$ cat src/rtl/gtc_pkg.sv
package gtc_pkg;

    localparam int BYTE_W     = 8;
    localparam int CNT_W      = 2 * BYTE_W;
    localparam int PRE_W      = 5;
    localparam int SYNC_DEPTH = 2;

    // configuration byte field positions
    localparam int GATE_BIT = 7;
    localparam int SRC_BIT  = 6;
    localparam int MODE_HI  = 5;
    localparam int MODE_LO  = 4;

    typedef enum logic [1:0] {
        MODE_13B  = 2'b00,
        MODE_16B  = 2'b01,
        MODE_RSV2 = 2'b10,
        MODE_RSV3 = 2'b11
    } cnt_mode_e;

    typedef struct packed {
        logic      gate_en;
        logic      ext_src;
        cnt_mode_e mode;
    } cfg_t;

    typedef struct packed {
        logic [BYTE_W-1:0] hi;
        logic [BYTE_W-1:0] lo;
    } cnt_t;

    typedef struct packed {
        cnt_t val;
        logic wrap;
    } step_t;

    function automatic cfg_t decode_cfg(logic [BYTE_W-1:0] b);
        cfg_t c;
        c.gate_en = b[GATE_BIT];
        c.ext_src = b[SRC_BIT];
        c.mode    = cnt_mode_e'(b[MODE_HI:MODE_LO]);
        return c;
    endfunction

    function automatic logic [BYTE_W-1:0] encode_cfg(cfg_t c);
        logic [BYTE_W-1:0] r;
        r                   = '0;
        r[GATE_BIT]         = c.gate_en;
        r[SRC_BIT]          = c.ext_src;
        r[MODE_HI:MODE_LO]  = c.mode;
        return r;
    endfunction

    // one count step in the chosen layout
    function automatic step_t bump(cnt_mode_e m, cnt_t c);
        step_t s;
        s.val  = c;
        s.wrap = 1'b0;
        case (m)
            MODE_13B: begin
                if (&c.lo[PRE_W-1:0]) begin
                    s.val.lo[PRE_W-1:0] = '0;
                    s.val.hi            = c.hi + BYTE_W'(1);
                    s.wrap              = &c.hi;
                end else begin
                    s.val.lo[PRE_W-1:0] = c.lo[PRE_W-1:0] + PRE_W'(1);
                end
            end
            MODE_16B: begin
                s.val  = cnt_t'(c + CNT_W'(1));
                s.wrap = &c;
            end
            default: ;
        endcase
        return s;
    endfunction

endpackage

$ cat src/rtl/gtc_sync.sv
module gtc_sync #(
    parameter int W     = 2,
    parameter int DEPTH = 2
) (
    input  logic         clk,
    input  logic         rst,
    input  logic [W-1:0] d,
    output logic [W-1:0] q
);

    logic [W-1:0] stage [DEPTH];

    always_ff @(posedge clk) begin
        if (rst) begin
            for (int i = 0; i < DEPTH; i++) stage[i] <= '0;
        end else begin
            stage[0] <= d;
            for (int i = 1; i < DEPTH; i++) stage[i] <= stage[i-1];
        end
    end

    assign q = stage[DEPTH-1];

    AST_SYNC_CAPTURE: assert property (@(posedge clk) disable iff (rst)
        1'b1 |=> stage[0] == $past(d));

endmodule

$ cat src/rtl/gtc_tick.sv
module gtc_tick
    import gtc_pkg::*;
(
    input  logic clk,
    input  logic rst,
    input  logic run_en,
    input  cfg_t cfg,
    input  logic gate_s,
    input  logic pin_s,
    output logic tick
);

    logic pin_d;
    logic fall;
    logic allowed;

    always_ff @(posedge clk) begin
        if (rst) pin_d <= 1'b0;
        else     pin_d <= pin_s;
    end

    assign fall    = pin_d & ~pin_s;
    assign allowed = run_en & (~cfg.gate_en | gate_s);
    assign tick    = allowed & (cfg.ext_src ? fall : 1'b1);

    AST_EDGE_SPACING: assert property (@(posedge clk) disable iff (rst)
        fall |=> !fall);

endmodule

$ cat src/rtl/gtc_count.sv
module gtc_count
    import gtc_pkg::*;
(
    input  logic              clk,
    input  logic              rst,
    input  logic              tick,
    input  cnt_mode_e         mode,
    input  logic              lo_we,
    input  logic              hi_we,
    input  logic [BYTE_W-1:0] wr_data,
    input  logic              ovf_clr,
    output cnt_t              cnt,
    output logic              ovf
);

    step_t nxt;
    logic  any_wr;
    logic  wrap_hit;

    assign nxt      = bump(mode, cnt);
    assign any_wr   = lo_we | hi_we;
    assign wrap_hit = tick & ~any_wr & nxt.wrap;

    always_ff @(posedge clk) begin
        if (rst) begin
            cnt <= '0;
        end else if (any_wr) begin
            if (lo_we) cnt.lo <= wr_data;
            if (hi_we) cnt.hi <= wr_data;
        end else if (tick) begin
            cnt <= nxt.val;
        end
    end

    always_ff @(posedge clk) begin
        if (rst)           ovf <= 1'b0;
        else if (wrap_hit) ovf <= 1'b1;
        else if (ovf_clr)  ovf <= 1'b0;
    end

    AST_WRITE_WINS: assert property (@(posedge clk) disable iff (rst)
        lo_we |=> cnt.lo == $past(wr_data));

    AST_WRITE_BLOCKS: assert property (@(posedge clk) disable iff (rst)
        (hi_we && !lo_we) |=> cnt.lo == $past(cnt.lo));

    AST_STEP_16: assert property (@(posedge clk) disable iff (rst)
        (tick && mode == MODE_16B && !any_wr) |=> cnt == cnt_t'($past(cnt) + CNT_W'(1)));

    AST_PRESCALE_TOP: assert property (@(posedge clk) disable iff (rst)
        (mode == MODE_13B && !lo_we) |=> cnt.lo[BYTE_W-1:PRE_W] == $past(cnt.lo[BYTE_W-1:PRE_W]));

    AST_OVF_STICKY: assert property (@(posedge clk) disable iff (rst)
        (ovf && !ovf_clr) |=> ovf);

    AST_RSV_HOLD: assert property (@(posedge clk) disable iff (rst)
        (mode[1] && !any_wr) |=> $stable(cnt));

endmodule

$ cat src/rtl/gtc_timer.sv
module gtc_timer
    import gtc_pkg::*;
(
    input  logic       clk,
    input  logic       rst,
    input  logic       run_en,
    input  logic       mode_we,
    input  logic       lo_we,
    input  logic       hi_we,
    input  logic [7:0] wr_data,
    input  logic       ovf_clr,
    input  logic       ext_cnt,
    input  logic       ext_gate,
    output logic [7:0] mode_q,
    output logic [7:0] lo_q,
    output logic [7:0] hi_q,
    output logic       ovf
);

    cfg_t       cfg_r;
    logic [1:0] pins_s;
    logic       tick;
    cnt_t       cnt;

    always_ff @(posedge clk) begin
        if (rst)          cfg_r <= '0;
        else if (mode_we) cfg_r <= decode_cfg(wr_data);
    end

    gtc_sync #(.W(2), .DEPTH(SYNC_DEPTH)) u_sync (
        .clk (clk),
        .rst (rst),
        .d   ({ext_gate, ext_cnt}),
        .q   (pins_s)
    );

    gtc_tick u_tick (
        .clk    (clk),
        .rst    (rst),
        .run_en (run_en),
        .cfg    (cfg_r),
        .gate_s (pins_s[1]),
        .pin_s  (pins_s[0]),
        .tick   (tick)
    );

    gtc_count u_count (
        .clk     (clk),
        .rst     (rst),
        .tick    (tick),
        .mode    (cfg_r.mode),
        .lo_we   (lo_we),
        .hi_we   (hi_we),
        .wr_data (wr_data),
        .ovf_clr (ovf_clr),
        .cnt     (cnt),
        .ovf     (ovf)
    );

    assign mode_q = encode_cfg(cfg_r);
    assign lo_q   = cnt.lo;
    assign hi_q   = cnt.hi;

    AST_IDLE_HOLD: assert property (@(posedge clk) disable iff (rst)
        (!run_en && !lo_we && !hi_we) |=> $stable({hi_q, lo_q}));

    AST_GATE_BLOCK: assert property (@(posedge clk) disable iff (rst)
        (cfg_r.gate_en && !pins_s[1] && !lo_we && !hi_we) |=> $stable({hi_q, lo_q}));

    always_comb begin
        AST_CFG_LOW_ZERO: assert (mode_q[3:0] == 4'h0);
    end

endmodule

$ cat config.mk
export PLATFORM = sky130hd
export DESIGN_NAME = gtc_timer
export DESIGN_NICKNAME = d
export VERILOG_FILES = /design/src/rtl/gtc_pkg.sv /design/src/rtl/gtc_sync.sv /design/src/rtl/gtc_tick.sv /design/src/rtl/gtc_count.sv /design/src/rtl/gtc_timer.sv
export SDC_FILE = /design/constraint.sdc
export NUM_CORES = 1
export LEC_CHECK = 0
export ABC_AREA = 1
export ABC_CLOCK_PERIOD_IN_PS = 1500
export BUFFER_PORTS_ARGS = -buffer_cell sky130_fd_sc_hd__buf_2
export CAP_MARGIN = 25
export CORE_UTILIZATION = 37
export DETAILED_ROUTE_END_ITERATION = 7
export HOLD_SLACK_MARGIN = 0.03
export REMOVE_ABC_BUFFERS = 1
export SYNTH_ARGS = -nofsm -noshare
export SYNTH_HDL_FRONTEND = slang
export SYNTH_SLANG_ARGS = --single-unit
$ cat constraint.sdc
create_clock -name clk -period 1.5 [get_ports clk]
set_input_delay 0.075 -clock clk [delete_from_list [all_inputs] [get_ports clk]]
set_output_delay 0.075 -clock clk [all_outputs]
set_load 0.01 [all_outputs]
* Yosys cells after proc, flatten, opt, wreduce, memory -nomap -nowiden
Memories as Yosys holds them, arrays and structs flattened. Cells that the tools add are included.
Word-level totals: register bits after elaboration 22, bits in latches 0, bits in writable memories 4, ROM bits 0, input port bits 17, output and inout port bits 25, logic and storage cells 57, memories kept 1
Operators by class: add/sub/neg operators 3, multipliers 0, div/mod/pow operators 0, $lt $le $gt $ge 0, eq/ne operators 4, shifts and indexed selects 0, muxes and demuxes 18, bitwise gates (word level) 12, reductions and logical operators 11
Memory list:
- u_sync.stage | depth 2, width 2, rd ports 2, clocked after Yosys merged registers in 0, wr ports 2, RTL line gtc_sync.sv:11 | logic [W-1:0] stage [DEPTH];
Operators by type and width (number):
- $mux W16 | 2
- $mux W8 | 3
- $add A16 B1 Y16 const B | 1
- $pmux W8 S2 | 1
- $reduce_and A16 Y1 | 1
- $pmux W6 S2 | 1
- $add A8 B1 Y8 const B | 1
- $reduce_and A8 Y1 | 1
- $mux W1 | 7
- $reduce_and A3 Y1 | 2
- $reduce_bool A2 Y1 | 3
- $add A5 B1 Y5 const B | 1
- $and A1 B1 Y1 | 5
- $mux W5 | 1
- $reduce_and A5 Y1 | 1
- $mux W2 | 2
- $ne A2 B2 Y1 const B | 2
- $or A1 B1 Y1 | 4
- $reduce_and A4 Y1 | 1
- $mux W3 | 1
- $ne A3 B1 Y1 const B | 1
- $not A1 Y1 | 3
- $reduce_bool A3 Y1 | 1
- $eq A2 B1 Y1 const B | 1
- $logic_not A2 Y1 | 1

* Depth between registers and ports, before layout
Gate-level depths: netlist (run 1). An unclocked memory read counts as a cell.
depth in word-level cells 8, depth in mapped cells 11, depth with buffers taken out 11

* Hierarchy
From an unflattened synthesis (run 1), not the netlist that was laid out.
Second synthesis, totals: cell total of the unflattened synthesis 245, area total of the unflattened synthesis 1587.8 um^2
By module, submodules not included:
- gtc_count | times used 1, cells each 191, area each 1204.9 um^2, sequential area each 340.3 um^2
- gtc_timer | times used 1, cells each 31, area each 206.4 um^2, sequential area each 80.1 um^2
- gtc_sync | times used 1, cells each 14, area each 125.1 um^2, sequential area each 80.1 um^2
- gtc_tick | times used 1, cells each 9, area each 51.3 um^2, sequential area each 20.0 um^2

* Worst setup path before layout (run 1)
No wires, ideal clock.
kind reg-to-reg, from reg u_count.cnt[1] (netlist name), to reg u_count.cnt[13] (netlist name), library setup time 122 ps, data arrival time 1572 ps, data required time 1378 ps, path slack -193 ps, cell stages (with the launch flop) 12, cell sequence dfxtp_1 > ha_1 > nand3_1 > inv_2 > ha_1 > inv_1 > a21oi_1 > nand2_1 > nand2_2 > inv_2 > nor2_1 > a21oi_2
On the way: word-level cells in the longest chain between the ends 4
Ends and longest elaborated chain:
- $add A16 B1 Y16 | RTL line gtc_pkg.sv:70 | s.val = cnt_t'(c + CNT_W'(1));
- $pmux W8 S2 | RTL line gtc_pkg.sv:59 | case (m)
- $mux W16 | RTL line gtc_count.sv:30 | end else if (tick) begin
- $mux W16 | RTL line gtc_count.sv:27 | end else if (any_wr) begin
Several ways; a longest one is shown, not always the timed one. The select of a mux whose other input is x is not followed. A chain may end at the register's enable or synchronous reset.

* Final worst setup path (run 1)
from reg u_count.cnt[0] (netlist name), to reg u_count.cnt[15] (netlist name)
On the way: word-level cells in the longest chain between the ends 4
Ends and longest elaborated chain (RTL line):
- $add A16 B1 Y16 | gtc_pkg.sv:70
- $pmux W8 S2 | gtc_pkg.sv:59
- $mux W16 | gtc_count.sv:30
- $mux W16 | gtc_count.sv:27
Several ways; a longest one is shown, not always the timed one. The select of a mux whose other input is x is not followed.

==> results by group, run 1 <==
Status
  – Status: complete, but fails checks
  – Failing checks: negative setup slack

Critical path
  – Startpoint types: register
  – Crit-path max FO: 8
  – WP data required: 1.68 ns
  – Worst Path Arrival: 1.74 ns
  – WS Path Type: reg -> reg
  – Crit end category: register
  – Worst path cell trace: ha_4 -> nand3_4 -> inv_4 -> ha_4 -> inv_2 -> a21oi_2 -> nand2_1 -> nand2_2 -> inv_2 -> nor2_1 -> a21oi_1
  – Critical path's slowest cell: dfxtp_2
  – Crit path largest cell delay: 0.36 ns

STA
  – Min cycle time layout: 1.56 ns
  – Layout Skew: 0.00292 ns
  – Final period util: 104%
  – Unrepaired setup endpoints after global routing: yes
  – Fin worst setup slack: -0.0570 ns
  – Worst-margin pin slew: 0.638 ns
  – Final Hold Violating Endpoints: 0
  – Max_slew headroom: 57.4%
  – Final setup fails: 9
  – Final Slew Violations: 0
  – F_max: 642 MHz

Cells and area
  – Reg area: 524 sq um
  – Share of cells above drive strength 1: 32.0%
  – Area growth from synthesis to layout: 31.6%
  – Multi-input logic area: 993 sq um
  – Nets: 325
  – Filler instances: 416
  – Utilization after layout: 52.1%
  – # diodes: 0

Synthesis
  – Mapped Area: 1620 sq um
  – Syn Inst Count: 250
  – Syn Area/Cell: 6.47 sq um
  – Sequential-to-total area share from yosys stat: 32.2%
  – Yosys warnings: 0
  – #FFs+latches synth: 26
  – Synth unique cells: 29

Global route
  – Antenna violations before repair: 0
  – Global-route wire length before repair: 6.91 mm
  – Overflow after GRT: 0
  – Tot GR Track Use: 20.1%
  – Largest net degree at the start of global routing: 20
  – Vias in the first global route: 1507

CTS
  – Clock Sinks: 26
  – TritonCTS clock tree: done
  – Clk buf depth: 2
  – H-tree depth: 1
  – Clock Tree Root: clkbuf_8
  – Total CTS buffers: 3
  – Clock latency at the later pin of the worst-skew pair: 0.28 ns
  – Worst-path clk slew: 0.09 ns

Routing
  – First-pass iteration count of the detailed router: 4
  – Vias after detailed routing: 1704
  – DRC viols: 0
  – Antenna-violating nets left: 0
  – Final wirelength: 4.23 mm
  – Vias/cell: 4.83
  – DR WL/cell: 12.0 microns
  – Iter 0 DRT Violations: 54

Floorplanning
  – Placement row count: 23
  – Initial Util: 39.6%
  – Horiz. Die Dim: 68.1 microns
  – Total die area: 4640 sq um
  – CORE AREA: 4090 sq um
  – Io pins: 42
  – Die height: 68.1 microns

Job
  – Max cap viols: 0

Hold path
  – Min-Delay Path Class: in -> reg

Placed design
  – DPL Wire Length: 3.15 mm
  – GPL Wtd Cong: 0.796
  – IO buf count: 37

Pwr
  – Leak: 0.00102 uW
  – Power, Total: 1800 uW
  – Pwr per Cell Area: 846 nW/um^2
  – Max IR drop VDD: 0.000572 V
-- metal layers --
layer	routed length (microns)	GRT usage, %	share of wire (%)
met4	51	6.25	1.2
met2	1980	33.8	47
met3	197	2.67	4.7
met1	2000	26.4	47
met5	0	0	0
-- through the flow --
stage               std cells  setup TNS, ns  hold slack [ns]  setup slack (ns)  cell area [sq um]
floorplan                 246          -1.30            0.144            -0.193               1580
global placement          345         -0.905            0.279            -0.100               1930
detailed placement        345          -1.41            0.284            -0.138               1930
CTS                       352         -0.139           0.0335           -0.0238               2080
global route              353          -1.39           0.0495            -0.161               2130
finish                    353         -0.318           0.0345           -0.0570               2130
-- logic make-up after synthesis --
logic type               after synthesis  share of synthesized area [%]
adder cells (fa/ha/maj)                4                           3.10
XOR/XNOR                               3                           1.63
AND/OR/NAND/NOR                      121                           34.6
buffers and inverters                 47                           12.2
flip-flops                            26                           32.2
other                                  1                          0.232
AO/OA/AOI/OAI                         48                           16.0
-- worst max-delay path, delay by kind of cell (launching register included) --
family | cells | cell delay (ns)
buffers and inverters | 3 | 0.21
DFF | 1 | 0.36
AOI/OAI and AO/OA | 2 | 0.20
adders and majority gates | 2 | 0.28
and+or+nand+nor | 4 | 0.39
-- cells in the final DEF, fill, tap and decap left out, types with 3 or more instances in the layout --
cell      count
nand2_1      41
nand3_1      19
nor2_1       39
a21oi_1      17
dfxtp_1      23
nand2_2       6
o21ai_2       3
o21ai_0      11
o21ai_1       8
inv_1        31
buf_2        37
a21oi_2       4
nor2_2        4
conb_1        4
clkbuf_8      3
dfxtp_2       3
inv_2         8
buf_4        13
-- state kept, by name, summed over array words and instances (netlist names) --
signal / count
u_sync.stage: 4
u_tick.pin_d: 1
u_count.cnt: 16
mode_q: 4
u_count.ovf: 1
-- repair_timing --
item                       4_1_cts  5_1_grt
setup endpoints to repair       12       12
setup buffers                    1        1
hold buffers                     2        0
resized for setup               13       14
pin swaps                        4        4
hold endpoints to repair         2        0
-- cell type report --
class / instances / share of cell area (%)
timing repair buffer: 53 / 15.2
inverter: 40 / 7.18
tap: 50 / 2.94
clock buffer: 3 / 1.94
multi-input combinational: 180 / 46.7
sequential: 26 / 24.6
clock inverter: 1 / 1.41
-- where the power goes --
| part | total [uW] | switching, uW | internal (uW) |
|---|---|---|---|
| Combinational | 407 | 237 | 170 |
| Sequential | 795 | 54.8 | 740 |
| Clock | 598 | 240 | 358 |
| Total | 1800 | 531 | 1270 |
-- final timing paths --
path                            slack [ns]  cells after the start                from                  to
worst max-delay path                 -0.06                     11      u_count.cnt[0]     u_count.cnt[15]
worst min-delay path                  0.03                      4             ovf_clr         u_count.ovf
worst max register to register       -0.06                     11      u_count.cnt[0]     u_count.cnt[15]
worst min register to register        0.41                      2  u_sync.stage[0][1]  u_sync.stage[0][3]
-- synth_stat cells --
library cell | number | area (sq um)
nand2_1 | 41 | 154
nor2_1 | 41 | 154
inv_1 | 32 | 120
dfxtp_1 | 26 | 521
a21oi_1 | 20 | 100
nand3_1 | 20 | 100
o21ai_0 | 16 | 80.1
inv_2 | 8 | 30.0
o21ai_1 | 7 | 35.0
nand2_2 | 6 | 37.5
buf_4 | 5 | 37.5
ha_1 | 4 | 50.1
buf_2 | 2 | 10.0
nand2_4 | 2 | 22.5
nand3_2 | 2 | 20.0
nor2_2 | 2 | 12.5
nor2_4 | 2 | 22.5
o21bai_1 | 2 | 15.0
xnor2_1 | 2 | 17.5
a211oi_2 | 1 | 12.5
a21boi_0 | 1 | 7.51
a21oi_2 | 1 | 8.76
and3_1 | 1 | 6.26
conb_1 | 1 | 3.75
nand3b_1 | 1 | 7.51
nand4_1 | 1 | 6.26
nor3_2 | 1 | 10.0
or2_2 | 1 | 6.26
xor2_1 | 1 | 8.76
Power figures use the tool's default switching activity.
==> run 2, diff against run 1 <==
TNS_END_PERCENT = 20   (was unset)
==> run 2 against run 1 <==
Effect of this change: the flow still finishes with violations (negative setup slack); wire length hardly changed; clock skew hardly changed; non-clock buffer count stayed put; combinational power hardly changed; worst setup slack better by 0.0067 ns; critical path depth stayed put; final cell count stayed put; flip-flop and latch count stayed put; sequential share of layout area hardly changed; power hardly changed; via count is 0.35% lower; fmax is 0.43% higher.
==> results by group, run 2 (synthesis results as in run 1) <==
Status
  – Status: complete, but fails checks
  – Failing checks: negative setup slack

STA
  – Final Hold Violating Endpoints: 0
  – Final Slew Violations: 0
  – Min cycle time layout: 1.55 ns
  – Max_slew headroom: 57.1%
  – Final setup fails: 9
  – Setup TNS: -0.309 ns
  – Layout Skew: 0.00340 ns
  – WHS: 0.0337 ns
  – Final period util: 103%
  – Fin worst setup slack: -0.0503 ns
  – Unrepaired setup endpoints after global routing: yes
  – Worst-margin pin slew: 0.642 ns
  – F_max: 645 MHz

Floorplanning
  – Placement row count: 23
  – Initial Util: 39.6%
  – CORE AREA: 4090 sq um
  – Total die area: 4640 sq um
  – Die height: 68.1 microns
  – Io pins: 42
  – Horiz. Die Dim: 68.1 microns

Critical path
  – Worst R2R End: u_count.cnt[15]
  – Worst Reg-to-Reg Cells: 11
  – R2R setup slack: -0.05 ns
  – WS Path Type: reg -> reg
  – Worst r2r src: u_count.cnt[0]
  – Worst Setup SP: u_count.cnt[0]
  – Startpoint types: register
  – Crit-path max FO: 8
  – Worst Path Arrival: 1.73 ns
  – WP data required: 1.68 ns
  – Crit end category: register

Placed design
  – IO buf count: 37
  – DPL Wire Length: 3.15 mm
  – Cell Area, Placed: 1930 sq um
  – Place WS: -0.138 ns
  – GPL Wtd Cong: 0.796

Cells and area
  – Fin area: 2120 sq um
  – Biggest register: u_count.cnt
  – Most common cell after layout, fill and taps aside: nand2_1
  – Share of cells above drive strength 1: 31.4%
  – Area growth from synthesis to layout: 31.3%
  – Number of flip-flops under the largest register name: 16
  – # diodes: 0
  – Filler instances: 418
  – Most frequent cells in the layout: nand2_1, nor2_1, buf_2
  – Nets: 325

Global route
  – Antenna violations before repair: 0
  – Overflow after GRT: 0
  – GRT met3 Usage: 2.67%
  – Tot GR Track Use: 20.1%
  – M1 GR Usage: 26.4%
  – Vias in the first global route: 1507
  – Met2 usage in global routing: 33.8%
  – Global-route wire length before repair: 6.91 mm
  – Largest net degree at the start of global routing: 20
  – Grt peak-use layer: met2

Pwr
  – Net Sw Frac: 29.6%
  – Leak: 0.00102 uW
  – Max IR drop VDD: 0.000575 V
  – P_sw: 532 uW
  – Power, Total: 1800 uW
  – Comb power frac: 22.6%
  – Sequential power share: 44.1%
  – Pwr per Cell Area: 848 nW/um^2
  – Clock power frac: 33.3%
  – Internal power: 1270 uW

Routing
  – Vias after detailed routing: 1698
  – DRC viols: 0
  – Final wirelength: 4.23 mm
  – Vias/cell: 4.81
  – First-pass iteration count of the detailed router: 4
  – Iter 0 DRT Violations: 56
  – Antenna-violating nets left: 0
  – DR WL/cell: 12.0 microns

CTS
  – Clock Tree Root: clkbuf_8
  – TritonCTS clock tree: done
  – Worst-path clk slew: 0.10 ns
  – Total CTS buffers: 3
  – Clk buf depth: 2
  – Clock latency at the later pin of the worst-skew pair: 0.28 ns
  – Clock Sinks: 26
  – H-tree depth: 1

Hold path
  – Min-Delay Path Class: in -> reg
  – WHS Endpoint: u_count.ovf
  – Hold depth: 4
  – Hold path start: ovf_clr

Job
  – Max cap viols: 0
run 2: cell counts in the layout (fill, tap and decap cells not counted):
No cell type changed its count.
run 2: worst max path at each step:
stage                            endpoint  slack [ns]  cells after the start
after global routing       u_count.cnt[9]       -0.16                     11
after CTS                 u_count.cnt[15]       -0.02                     11
after global placement     u_count.cnt[3]       -0.10                      9
after floorplan           u_count.cnt[13]       -0.19                     11
after detailed placement  u_count.cnt[13]       -0.14                     11
final                     u_count.cnt[15]       -0.05                     11
run 2: stage by stage:
step	cells	utilization [%]
floorplan	246	-
global placement	345	47.2
detailed placement	345	47.2
CTS	352	50.9
global route	353	52.0
finish	353	52.0
run 2: power groups by stage:
| stage | Clock, uW | Combinational (uW) | Sequential (uW) |
|---|---|---|---|
| CTS | 609 | 393 | 791 |
| global route | 634 | 457 | 800 |
| detailed placement | 0 | 378 | 801 |
| finish | 599 | 406 | 794 |
| floorplan | 0 | 190 | 825 |
| global placement | 0 | 376 | 800 |
run 2: routing by layer:
metal  share of wire [%]  vias up
met2                  47       36
met3                 4.4        5
li1                    -      894
met5                   0        -
met4                 1.2        0
met1                  48      763
run 2: repair_timing:
item,CTS,global route
endpoints found under the setup margin,12,12
hold endpoints to repair,2,0
resized for setup,13,12
pin swaps,4,3
setup buffers,1,1
hold buffers,2,0
run 2: layout make-up:
| cell class | instances | area [sq um] | share of cell area, % |
|---|---|---|---|
| clock inverter | 1 | 30.0 | 1.41 |
| inverter | 40 | 153 | 7.19 |
| multi-input combinational | 180 | 991 | 46.7 |
| tap | 50 | 62.6 | 2.95 |
| clock buffer | 3 | 41.3 | 1.94 |
| timing repair buffer | 53 | 323 | 15.2 |
| sequential | 26 | 523 | 24.6 |
run 2: critical path, stage by stage (launching register included):
cell and delay, ns:
dfxtp_2 0.36, ha_4 0.16, nand3_4 0.09, inv_4 0.08, ha_4 0.12, inv_2 0.03, a21oi_2 0.12, nand2_1 0.07
nand2_2 0.11, inv_2 0.10, nor2_1 0.12, a21oi_1 0.08
